--- src/rtl/blk_pkg.sv ---
// Shared defaults for the stall tracker.
// Assumes: the reason count is a power of two, and the cycle count is no wider than a counter.
package blk_pkg;
    localparam int unsigned DEF_CAUSES = 8;
    localparam int unsigned DEF_CNT_W  = 32;
    localparam int unsigned DEF_CYC_W  = 32;
endpackage

--- src/rtl/blk_sat_acc.sv ---
// Saturating accumulator: adds add_val when add_en is high and sticks at all ones.
// Assumes: add_val is already sized to the counter width.
module blk_sat_acc #(
    parameter int unsigned W = 32
) (
    input  logic         clk,
    input  logic         rst_n,
    input  logic         add_en,
    input  logic [W-1:0] add_val,
    output logic [W-1:0] cnt
);
    logic [W:0]   sum_ext;
    logic [W-1:0] cnt_q;

    // Widened sum, so that the carry shows an overflow.
    always_comb sum_ext = {1'b0, cnt_q} + {1'b0, add_val};

    // Counter register, clamped at the maximum value.
    always_ff @(posedge clk) begin
        if (!rst_n)      cnt_q <= '0;
        else if (add_en) cnt_q <= sum_ext[W] ? {W{1'b1}} : sum_ext[W-1:0];
    end

    assign cnt = cnt_q;

    a_r8_no_wrap: assert property (@(posedge clk) disable iff (!rst_n)
        add_en |=> cnt_q >= $past(cnt_q));
    a_r3_idle_hold: assert property (@(posedge clk) disable iff (!rst_n)
        !add_en |=> $stable(cnt_q));
endmodule

--- src/rtl/blk_cause_mask.sv ---
// Keeps the mask of active reasons and the stall start cycle.
// Emits one-hot strobes: an episode strobe for the reason that starts a stall,
// and a charge strobe for the reason that ends it, with the elapsed cycles.
// Assumes: a set and a clear in the same cycle are applied in that order.
module blk_cause_mask #(
    parameter int unsigned N     = 8,
    parameter int unsigned CYC_W = 32,
    localparam int unsigned IDX_W = $clog2(N)
) (
    input  logic             clk,
    input  logic             rst_n,
    input  logic             set_vld,
    input  logic [IDX_W-1:0] set_idx,
    input  logic             clr_vld,
    input  logic [IDX_W-1:0] clr_idx,
    input  logic [CYC_W-1:0] cycle_now,
    output logic             blocked,
    output logic [N-1:0]     ep_inc,
    output logic [N-1:0]     chg_inc,
    output logic [CYC_W-1:0] elapsed
);
    localparam logic [N-1:0] ONE = {{(N-1){1'b0}}, 1'b1};

    logic [N-1:0]     mask_q, set_flag, clr_flag, mid_mask, nxt_mask;
    logic [CYC_W-1:0] start_q, base_cyc;
    logic             starting, ending;

    // Apply the set first and the clear second.
    always_comb begin
        set_flag = set_vld ? (ONE << set_idx) : '0;
        clr_flag = clr_vld ? (ONE << clr_idx) : '0;
        mid_mask = mask_q | set_flag;
        nxt_mask = mid_mask & ~clr_flag;
        starting = set_vld && (mask_q == '0);
        ending   = (mid_mask != '0) && (nxt_mask == '0);
    end

    // Stall start for the elapsed count: this cycle if the stall opens now.
    always_comb begin
        base_cyc = starting ? cycle_now : start_q;
        elapsed  = cycle_now - base_cyc;
        ep_inc   = starting ? set_flag : '0;
        chg_inc  = ending ? clr_flag : '0;
    end

    // Mask and start-cycle registers.
    always_ff @(posedge clk) begin
        if (!rst_n) begin
            mask_q  <= '0;
            start_q <= '0;
        end else begin
            mask_q <= nxt_mask;
            if (starting) start_q <= cycle_now;
        end
    end

    assign blocked = |mask_q;

    a_r2_blocks: assert property (@(posedge clk) disable iff (!rst_n)
        (set_vld && mask_q == '0 && !(clr_vld && clr_idx == set_idx)) |=> blocked);
    a_r3_start_kept: assert property (@(posedge clk) disable iff (!rst_n)
        (mask_q != '0) |=> $stable(start_q));
    a_r4_stays: assert property (@(posedge clk) disable iff (!rst_n)
        (clr_vld && !set_vld && $countones(mask_q) > 1) |=> blocked);
    a_r5_unblocks: assert property (@(posedge clk) disable iff (!rst_n)
        (clr_vld && !set_vld && mask_q == (ONE << clr_idx)) |=> !blocked);
endmodule

--- src/rtl/blk_stall_tracker.sv ---
// Top: holds the request port while any reason is active, and keeps a
// saturating episode counter and a stalled-cycle total for each reason.
// Assumes: cycle_now advances freely and may wrap.
module blk_stall_tracker #(
    parameter int unsigned N_CAUSE = blk_pkg::DEF_CAUSES,
    parameter int unsigned CNT_W   = blk_pkg::DEF_CNT_W,
    parameter int unsigned CYC_W   = blk_pkg::DEF_CYC_W,
    localparam int unsigned IDX_W  = $clog2(N_CAUSE)
) (
    input  logic                     clk,
    input  logic                     rst_n,
    input  logic                     set_vld,
    input  logic [IDX_W-1:0]         set_idx,
    input  logic                     clr_vld,
    input  logic [IDX_W-1:0]         clr_idx,
    input  logic [CYC_W-1:0]         cycle_now,
    output logic                     port_hold,
    output logic [N_CAUSE*CNT_W-1:0] episode_cnt,
    output logic [N_CAUSE*CNT_W-1:0] stall_cycles
);
    logic [N_CAUSE-1:0] ep_inc, chg_inc;
    logic [CYC_W-1:0]   elapsed;
    logic [CNT_W-1:0]   elapsed_ext;

    blk_cause_mask #(.N(N_CAUSE), .CYC_W(CYC_W)) u_mask (
        .clk(clk), .rst_n(rst_n),
        .set_vld(set_vld), .set_idx(set_idx),
        .clr_vld(clr_vld), .clr_idx(clr_idx),
        .cycle_now(cycle_now),
        .blocked(port_hold),
        .ep_inc(ep_inc), .chg_inc(chg_inc), .elapsed(elapsed)
    );

    // Widen the elapsed count to the counter width.
    always_comb elapsed_ext = CNT_W'(elapsed);

    for (genvar k = 0; k < N_CAUSE; k++) begin : g_cause
        blk_sat_acc #(.W(CNT_W)) u_ep (
            .clk(clk), .rst_n(rst_n),
            .add_en(ep_inc[k]), .add_val(CNT_W'(1)),
            .cnt(episode_cnt[k*CNT_W +: CNT_W])
        );
        blk_sat_acc #(.W(CNT_W)) u_cyc (
            .clk(clk), .rst_n(rst_n),
            .add_en(chg_inc[k]), .add_val(elapsed_ext),
            .cnt(stall_cycles[k*CNT_W +: CNT_W])
        );
    end

    a_r2_one_episode: assert property (@(posedge clk) disable iff (!rst_n)
        $onehot0(ep_inc));
    a_r5_one_charge: assert property (@(posedge clk) disable iff (!rst_n)
        $onehot0(chg_inc));
endmodule

--- config.mk ---
export PLATFORM = sky130hd
export DESIGN_NAME = blk_stall_tracker
export DESIGN_NICKNAME = d
export VERILOG_FILES = /design/src/rtl/blk_pkg.sv /design/src/rtl/blk_sat_acc.sv /design/src/rtl/blk_cause_mask.sv /design/src/rtl/blk_stall_tracker.sv
export SDC_FILE = /design/constraint.sdc
export NUM_CORES = 2
export LEC_CHECK = 0
export BUFFER_PORTS_ARGS = -buffer_cell sky130_fd_sc_hd__buf_2
export CORE_MARGIN = 2
export CORE_UTILIZATION = 40
export CTS_CLUSTER_DIAMETER = 200
export DETAILED_ROUTE_END_ITERATION = 10
export GPL_ROUTABILITY_DRIVEN = 0
export GPL_TIMING_DRIVEN = 0
export HOLD_SLACK_MARGIN = 0.06
export PLACE_DENSITY = 0.68
export SYNTH_ARGS = -nofsm -noshare
export SYNTH_HDL_FRONTEND = slang
export SYNTH_HIERARCHICAL = 1
export SYNTH_SLANG_ARGS = --single-unit
--- constraint.sdc ---
create_clock -name clk -period 6.3 [get_ports clk]
set_input_delay 0.945 -clock clk [delete_from_list [all_inputs] [get_ports clk]]
set_output_delay 0.945 -clock clk [all_outputs]
set_load 0.05 [all_outputs]
# Yosys cells after proc, flatten, opt, wreduce, memory -nomap -nowiden
# Index checks and enable logic that the tools add are counted.
# totals
regBits	552
latchBits	0
ramBits	0
rom_bits	0
inputBits	42
out_inout_bits	513
elab_cells	67
n_memories	0
# classes
n_addsub	17
mul	0
n_div	0
magnitude_cmp	0
eq_ne	0
n_shift	2
muxes	21
bitwise_logic	3
reduce_logical	6
# ops
cell	count
2-to-1 mux 32 bit	17
adder 32 x 1 -> 33 bit, second input constant	8
adder 32 x 32 -> 33 bit	8
2-to-1 mux 8 bit	4
subtractor 32 bit	1
zero test 8 bit	2
<< shifter 1 x 3 -> 8 bit, first input constant	2
AND 8 bit	1
inverter 8 bit	1
bitwise OR 8 bit	1
nonzero test 8 bit	1
OR reduction 8 bit	1
logical AND 1 bit	2

# Depth between registers and ports, before layout
# logic_depth
ltp_word	7
ltp_mapped	28
ltp_nobuf	24

# Modules after synthesis
# Netlist, hierarchy kept.
# by_module_without_submodules
module	n_inst	cells_each	area_each_um2	seq_area_each_um2
blk_sat_acc (g_cause[3].u_ep ...)	9	346	2817.7	640.6
blk_sat_acc (g_cause[0].u_ep ...)	5	325	2751.4	640.6
blk_cause_mask	1	551	3922.5	800.8
blk_sat_acc (g_cause[3].u_cyc)	1	359	2849.0	640.6
blk_sat_acc (g_cause[0].u_cyc)	1	335	2725.1	640.6
blk_stall_tracker	1	2	7.5	0.0

# Worst setup path before layout
# No wires, ideal clock.
# synth_path
kind	in2reg
start	input port set_vld
end	register g_cause[1].u_cyc.cnt_q[13]
setup_time_ns	0.069
arrival_time_ns	6.568
required_ns	6.231
slack_ns	-0.337
cell_stages	26
path_buffers	5
path_cell_list	nand3_1 clkbuf_1 clkbuf_1 clkbuf_1 mux2i_1 inv_1 fa_1 nor2b_1 o31a_1 o311ai_1 and2_1 a31oi_1 nor2_1 a211oi_1 ha_1 and2_1 and3_1 o2111a_1 a21oi_2 a2111oi_4 nor2b_1 o41a_1 o21a_1 buf_6 buf_12 a21oi_4
# synth_between
word_cells_on_any_way	12
classes_between	2 x add/sub; 4 x mux; 2 x bitwise; 4 x reduce/logical
# synth_rtl
element	line	rtl
from (decl)	blk_stall_tracker.sv:12	input logic set_vld,
logical AND 1 bit	blk_cause_mask.sv:34	starting = set_vld && (mask_q == '0);
2-to-1 mux 32 bit	blk_cause_mask.sv:40	base_cyc = starting ? cycle_now : start_q;
via u_mask.base_cyc[1]	blk_cause_mask.sv:25	logic [CYC_W-1:0] start_q, base_cyc;
subtractor 32 bit	blk_cause_mask.sv:41	elapsed = cycle_now - base_cyc;
via elapsed[10]	blk_stall_tracker.sv:22	logic [CYC_W-1:0] elapsed;
adder 32 x 32 -> 33 bit	blk_sat_acc.sv:16	always_comb sum_ext = {1'b0, cnt_q} + {1'b0, add_val};
2-to-1 mux 32 bit	blk_sat_acc.sv:21	else if (add_en) cnt_q <= sum_ext[W] ? {W{1'b1}} : sum_ext[W-1:0];
to (signal assigned)	blk_sat_acc.sv:21	
to (decl)	blk_sat_acc.sv:13	logic [W-1:0] cnt_q;
# The timed path passes the listed nets, and every way through them passes these cells.
# A chain may end at the register's enable or synchronous reset.

# Worst setup path after layout
# layout_path
start	register u_mask.mask_q[1]
end	register g_cause[5].u_cyc.cnt_q[30]
# layout_between
elab_chain_len	6
word_cells_on_any_way	12
classes_between	2 x add/sub; 3 x mux; 2 x bitwise; 5 x reduce/logical
# layout_lines
element	line	rtl
from (decl)	blk_cause_mask.sv:24	logic [N-1:0] mask_q, set_flag, clr_flag, mid_mask, nxt_mask;
from (signal assigned)	blk_cause_mask.sv:52	mask_q <= nxt_mask;
zero test 8 bit	blk_cause_mask.sv:34	
logical AND 1 bit	blk_cause_mask.sv:34	
2-to-1 mux 32 bit	blk_cause_mask.sv:40	
subtractor 32 bit	blk_cause_mask.sv:41	
via elapsed[18]	blk_stall_tracker.sv:22	
adder 32 x 32 -> 33 bit	blk_sat_acc.sv:16	
2-to-1 mux 32 bit	blk_sat_acc.sv:21	
to (signal assigned)	blk_sat_acc.sv:21	
to (decl)	blk_sat_acc.sv:13	
# The timed path passes the listed nets, and every way through them passes these cells.

==> metrics.log <==
[metrics] outcome: finished with violations
[metrics] failing checks: capacitance limit, slew limit
[metrics] worst clock skew: 0.0394 ns
[metrics] first-pass GRT wire length: 261000 um
[metrics] CP required: 6.92 ns
[metrics] ratio of routed vias to standard cells: 5.71
[metrics] largest vdd supply drop: 0.000208 V
[metrics] Critical Path Start Type: register
[metrics] Antenna Nets Post-Route: 0
[metrics] Cell Count, Final, Fillers Out: 8656
[metrics] cell count after synthesis: 5986
[metrics] number of global-route vias before repair: 46100
[metrics] Clock Tree Root: sky130_fd_sc_hd__clkbuf_16
[metrics] number of rows in the core area: 127
[metrics] Slew Viols, Final: 7
[metrics] TritonCTS clock tree: yes
[metrics] Synth top cells by count: sky130_fd_sc_hd__a21oi_1 (764), sky130_fd_sc_hd__o21ai_0 (699), sky130_fd_sc_hd__dfxtp_1 (552)
[metrics] leakage power summed over all cells: 27.6 nW
[metrics] flip-flop cell with the highest count after synthesis: sky130_fd_sc_hd__dfxtp_1
[metrics] maximum number of pins on one net before global-route repair: 59
[metrics] share of synthesized area occupied by flip-flops and latches: 22.7%
[metrics] Total Nets Final: 7562
[metrics] Sum Neg Setup Slack: 0 ns
[metrics] Die Area: 124000 um2
[metrics] residual overflow from global routing: 0
[metrics] clock transition at the register clock pins on the worst setup and hold paths after CTS: 0.06 ns
[metrics] number of flops mapped to enable cells by yosys: 0
[metrics] I/O Buffers: 552
[metrics] clock latency of the later-clocked register in the worst-skew pair: 0.72 ns
[metrics] final number of setup-violating endpoints: 0
[metrics] layout overhead on the synthesized area: 21.8%
[metrics] half-perimeter wire length after placement: 132000 um
[metrics] number of library cell types mapped by synthesis: 96
[metrics] Synth top area share: 22.7%
[metrics] Arrival @ worst endpoint: 6.77 ns
[metrics] number of failing hold endpoints at the final stage: 0
[metrics] Synth area leaders: sky130_fd_sc_hd__dfxtp_1 (23%), sky130_fd_sc_hd__ha_1 (14%), sky130_fd_sc_hd__a21oi_1 (7.9%)
[metrics] number of flip-flops and latches in the synthesized netlist: 552
[metrics] CP endpoint kind: register
[metrics] max capacitance violation total: 1
[metrics] share of cells above drive strength 1: 20.1%
[metrics] proportion of synthesized flip-flops having asynchronous set or reset: 0%
[metrics] most common cell in the synthesized netlist: sky130_fd_sc_hd__a21oi_1
[metrics] number of sinks driven by the clock tree: 552
[metrics] number of buffers created by CTS: 75
[metrics] maximum operating frequency: 163 MHz
[metrics] Core Area: 120000 um2
[metrics] post-route clock period utilization: 97.7%
[metrics] GRT Total Usage: 26.2%
[metrics] slew at the pin with the worst max-slew slack: 1.52 ns
[metrics] total vias in the final route: 49400
[metrics] initial antenna violation count: 26
[metrics] hold crit path type: reg2reg
[metrics] largest buffer count on any clock path: 3
[metrics] DR DRC count: 0
[metrics] chip width: 353 um
[metrics] average cell area after synthesis: 8.12 um2
[metrics] DR iter-0 viols: 3989
[metrics] Placed Cells: 8442
[metrics] H-tree level count: 3
[metrics] cell area after synthesis: 48600 um2
[metrics] CP Max Fanout: 10
[metrics] count of TritonRoute iterations in the first routing pass: 6
[metrics] die height: 353 um
[metrics] critical setup path kind: reg2reg
[metrics] drt total wl: 173000 um
[metrics] cell type with the highest aggregate area in the netlist: sky130_fd_sc_hd__dfxtp_1
[metrics] worst slew slack as a fraction of its limit: -1.99%
[metrics] Ys Warns: 6
[metrics] power per cell area: 241 nW/um2
[metrics] initial core utilization: 40.4%
[metrics] Top-Level Pins: 555
[metrics] Min Clock Period, post-route: 6.15 ns
[metrics] CTS Hold Bufs: 0
[metrics] DR WL/cell: 20.0 um
-- layer usage --
metal | share of wire (%) | vias to the layer above | GRT usage (%)
met5 | 0.072 | - | 0
met4 | 5.6 | 18 | 14.0
met3 | 9.2 | 452 | 7.61
met2 | 43 | 1793 | 40.2
met1 | 42 | 23200 | 33.0
li1 | - | 24000 | -
-- power by group --
part           switching (W)  internal, W
registers          0.0000989      0.00360
clock network        0.00189      0.00259
logic                0.00396      0.00213
-- repair_timing --
item                                    in CTS  in global routing
pin swaps                                   19                 42
cloned                                       0                  3
endpoints found under the setup margin     256                256
resized for setup                           50                115
endpoints found under the hold margin        0                  0
buffers inserted                            36                 33
-- logic make-up after synthesis --
logic type | after synthesis | synth area share (%)
buf+inv | 414 | 4.06
xor+xnor | 489 | 8.81
other cells | 2 | 0.0154
fa+ha+maj | 562 | 14.7
compound gates | 2677 | 36.7
flops | 552 | 22.7
mux | 23 | 0.494
simple gates | 1267 | 12.5
-- cell usage in the layout, fill, tap and decap left out, types with 17 or more instances in the layout --
master and count:
sky130_fd_sc_hd__clkbuf_16 76, sky130_fd_sc_hd__a21oi_4 75, sky130_fd_sc_hd__a21o_1 277, sky130_fd_sc_hd__a31oi_1 68
sky130_fd_sc_hd__a21oi_2 222, sky130_fd_sc_hd__nand2_1 395, sky130_fd_sc_hd__buf_4 58, sky130_fd_sc_hd__a21boi_0 27
sky130_fd_sc_hd__nor3_1 76, sky130_fd_sc_hd__buf_12 21, sky130_fd_sc_hd__o211ai_1 61, sky130_fd_sc_hd__o21bai_1 66
sky130_fd_sc_hd__o21a_1 72, sky130_fd_sc_hd__inv_1 136, sky130_fd_sc_hd__nor2b_1 54, sky130_fd_sc_hd__o21ai_2 18
sky130_fd_sc_hd__clkinv_2 17, sky130_fd_sc_hd__o31ai_1 28, sky130_fd_sc_hd__xor2_1 231, sky130_fd_sc_hd__nand2b_1 44
sky130_fd_sc_hd__a21oi_1 753, sky130_fd_sc_hd__buf_8 18, sky130_fd_sc_hd__clkbuf_1 200, sky130_fd_sc_hd__buf_6 46
sky130_fd_sc_hd__and2_1 31, sky130_fd_sc_hd__and3_1 46, sky130_fd_sc_hd__nand4_1 54, sky130_fd_sc_hd__dfxtp_1 552
sky130_fd_sc_hd__nand3_1 167, sky130_fd_sc_hd__xnor2_1 243, sky130_fd_sc_hd__buf_2 581, sky130_fd_sc_hd__o22ai_1 23
sky130_fd_sc_hd__conb_1 264, sky130_fd_sc_hd__ha_1 516, sky130_fd_sc_hd__nor2_1 269, sky130_fd_sc_hd__a41oi_1 32
sky130_fd_sc_hd__o21ai_0 693, sky130_fd_sc_hd__or2_2 19, sky130_fd_sc_hd__a211oi_1 30
-- final cells by class --
cell class              count  area (um2)
inverters                 137         514
clock buffers             105        2120
fillers                 11600       61100
plain buffers             271        1490
repair buffers            655        3960
diodes                     10        25.0
multi-input cells        5282       37600
clock inverters            32         424
flip-flops and latches    552       11100
well taps                1612        2020
-- through the flow --
stage               instance area (um2)  hold WS [ns]  setup WS [ns]  util [%]  total power, W
floorplan                         49700         0.445         0.0789         -         0.00767
global placement                  54400         0.455          -3.73      45.3         0.00896
detailed placement                55100         0.462          -2.02      45.8         0.00930
CTS                               58300         0.451        0.00687      48.5          0.0140
global route                      59200         0.500        -0.0906      49.2          0.0150
finish                            59200         0.471          0.147      49.2          0.0143
-- registers in the layout, indices dropped and copies added (netlist names) --
signal and cells:
g_cause.u_cyc/cnt 256, g_cause.u_ep/cnt 256, u_mask/mask_q 8, u_mask/start_q 32
-- path summary, 6_finish.rpt --
| check | start | endpoint | slack, ns | depth (start not counted) |
|---|---|---|---|---|
| worst max register to register | u_mask/mask_q[1] | g_cause[5].u_cyc/cnt[30] | 0.15 | 24 |
| worst max-delay path | u_mask/mask_q[1] | g_cause[5].u_cyc/cnt[30] | 0.15 | 24 |
| worst min register to register | u_mask/start_q[22] | u_mask/start_q[22] | 0.47 | 2 |
| worst min-delay path | u_mask/start_q[22] | u_mask/start_q[22] | 0.47 | 2 |
-- worst max-delay path, stage by stage, from the launching register on --
cell,delay [ns]
sky130_fd_sc_hd__dfxtp_1,0.33
sky130_fd_sc_hd__nor4_4,0.43
sky130_fd_sc_hd__and3_4,0.30
sky130_fd_sc_hd__buf_12,0.14
sky130_fd_sc_hd__buf_12,0.13
sky130_fd_sc_hd__mux2i_4,0.25
sky130_fd_sc_hd__ha_1,0.27
sky130_fd_sc_hd__nor2b_2,0.16
sky130_fd_sc_hd__o31a_1,0.30
sky130_fd_sc_hd__o311ai_4,0.38
sky130_fd_sc_hd__a21boi_4,0.12
sky130_fd_sc_hd__or2_4,0.29
sky130_fd_sc_hd__o21ai_4,0.22
sky130_fd_sc_hd__a21oi_2,0.11
sky130_fd_sc_hd__a311oi_4,0.41
sky130_fd_sc_hd__buf_8,0.21
sky130_fd_sc_hd__ha_1,0.26
sky130_fd_sc_hd__nand2_1,0.07
sky130_fd_sc_hd__o21ai_0,0.47
sky130_fd_sc_hd__a2111oi_4,0.11
sky130_fd_sc_hd__o32a_2,0.46
sky130_fd_sc_hd__o211ai_2,0.22
sky130_fd_sc_hd__a21oi_4,0.11
sky130_fd_sc_hd__buf_6,0.17
sky130_fd_sc_hd__a21oi_2,0.12
Power figures use the tool's default switching activity.
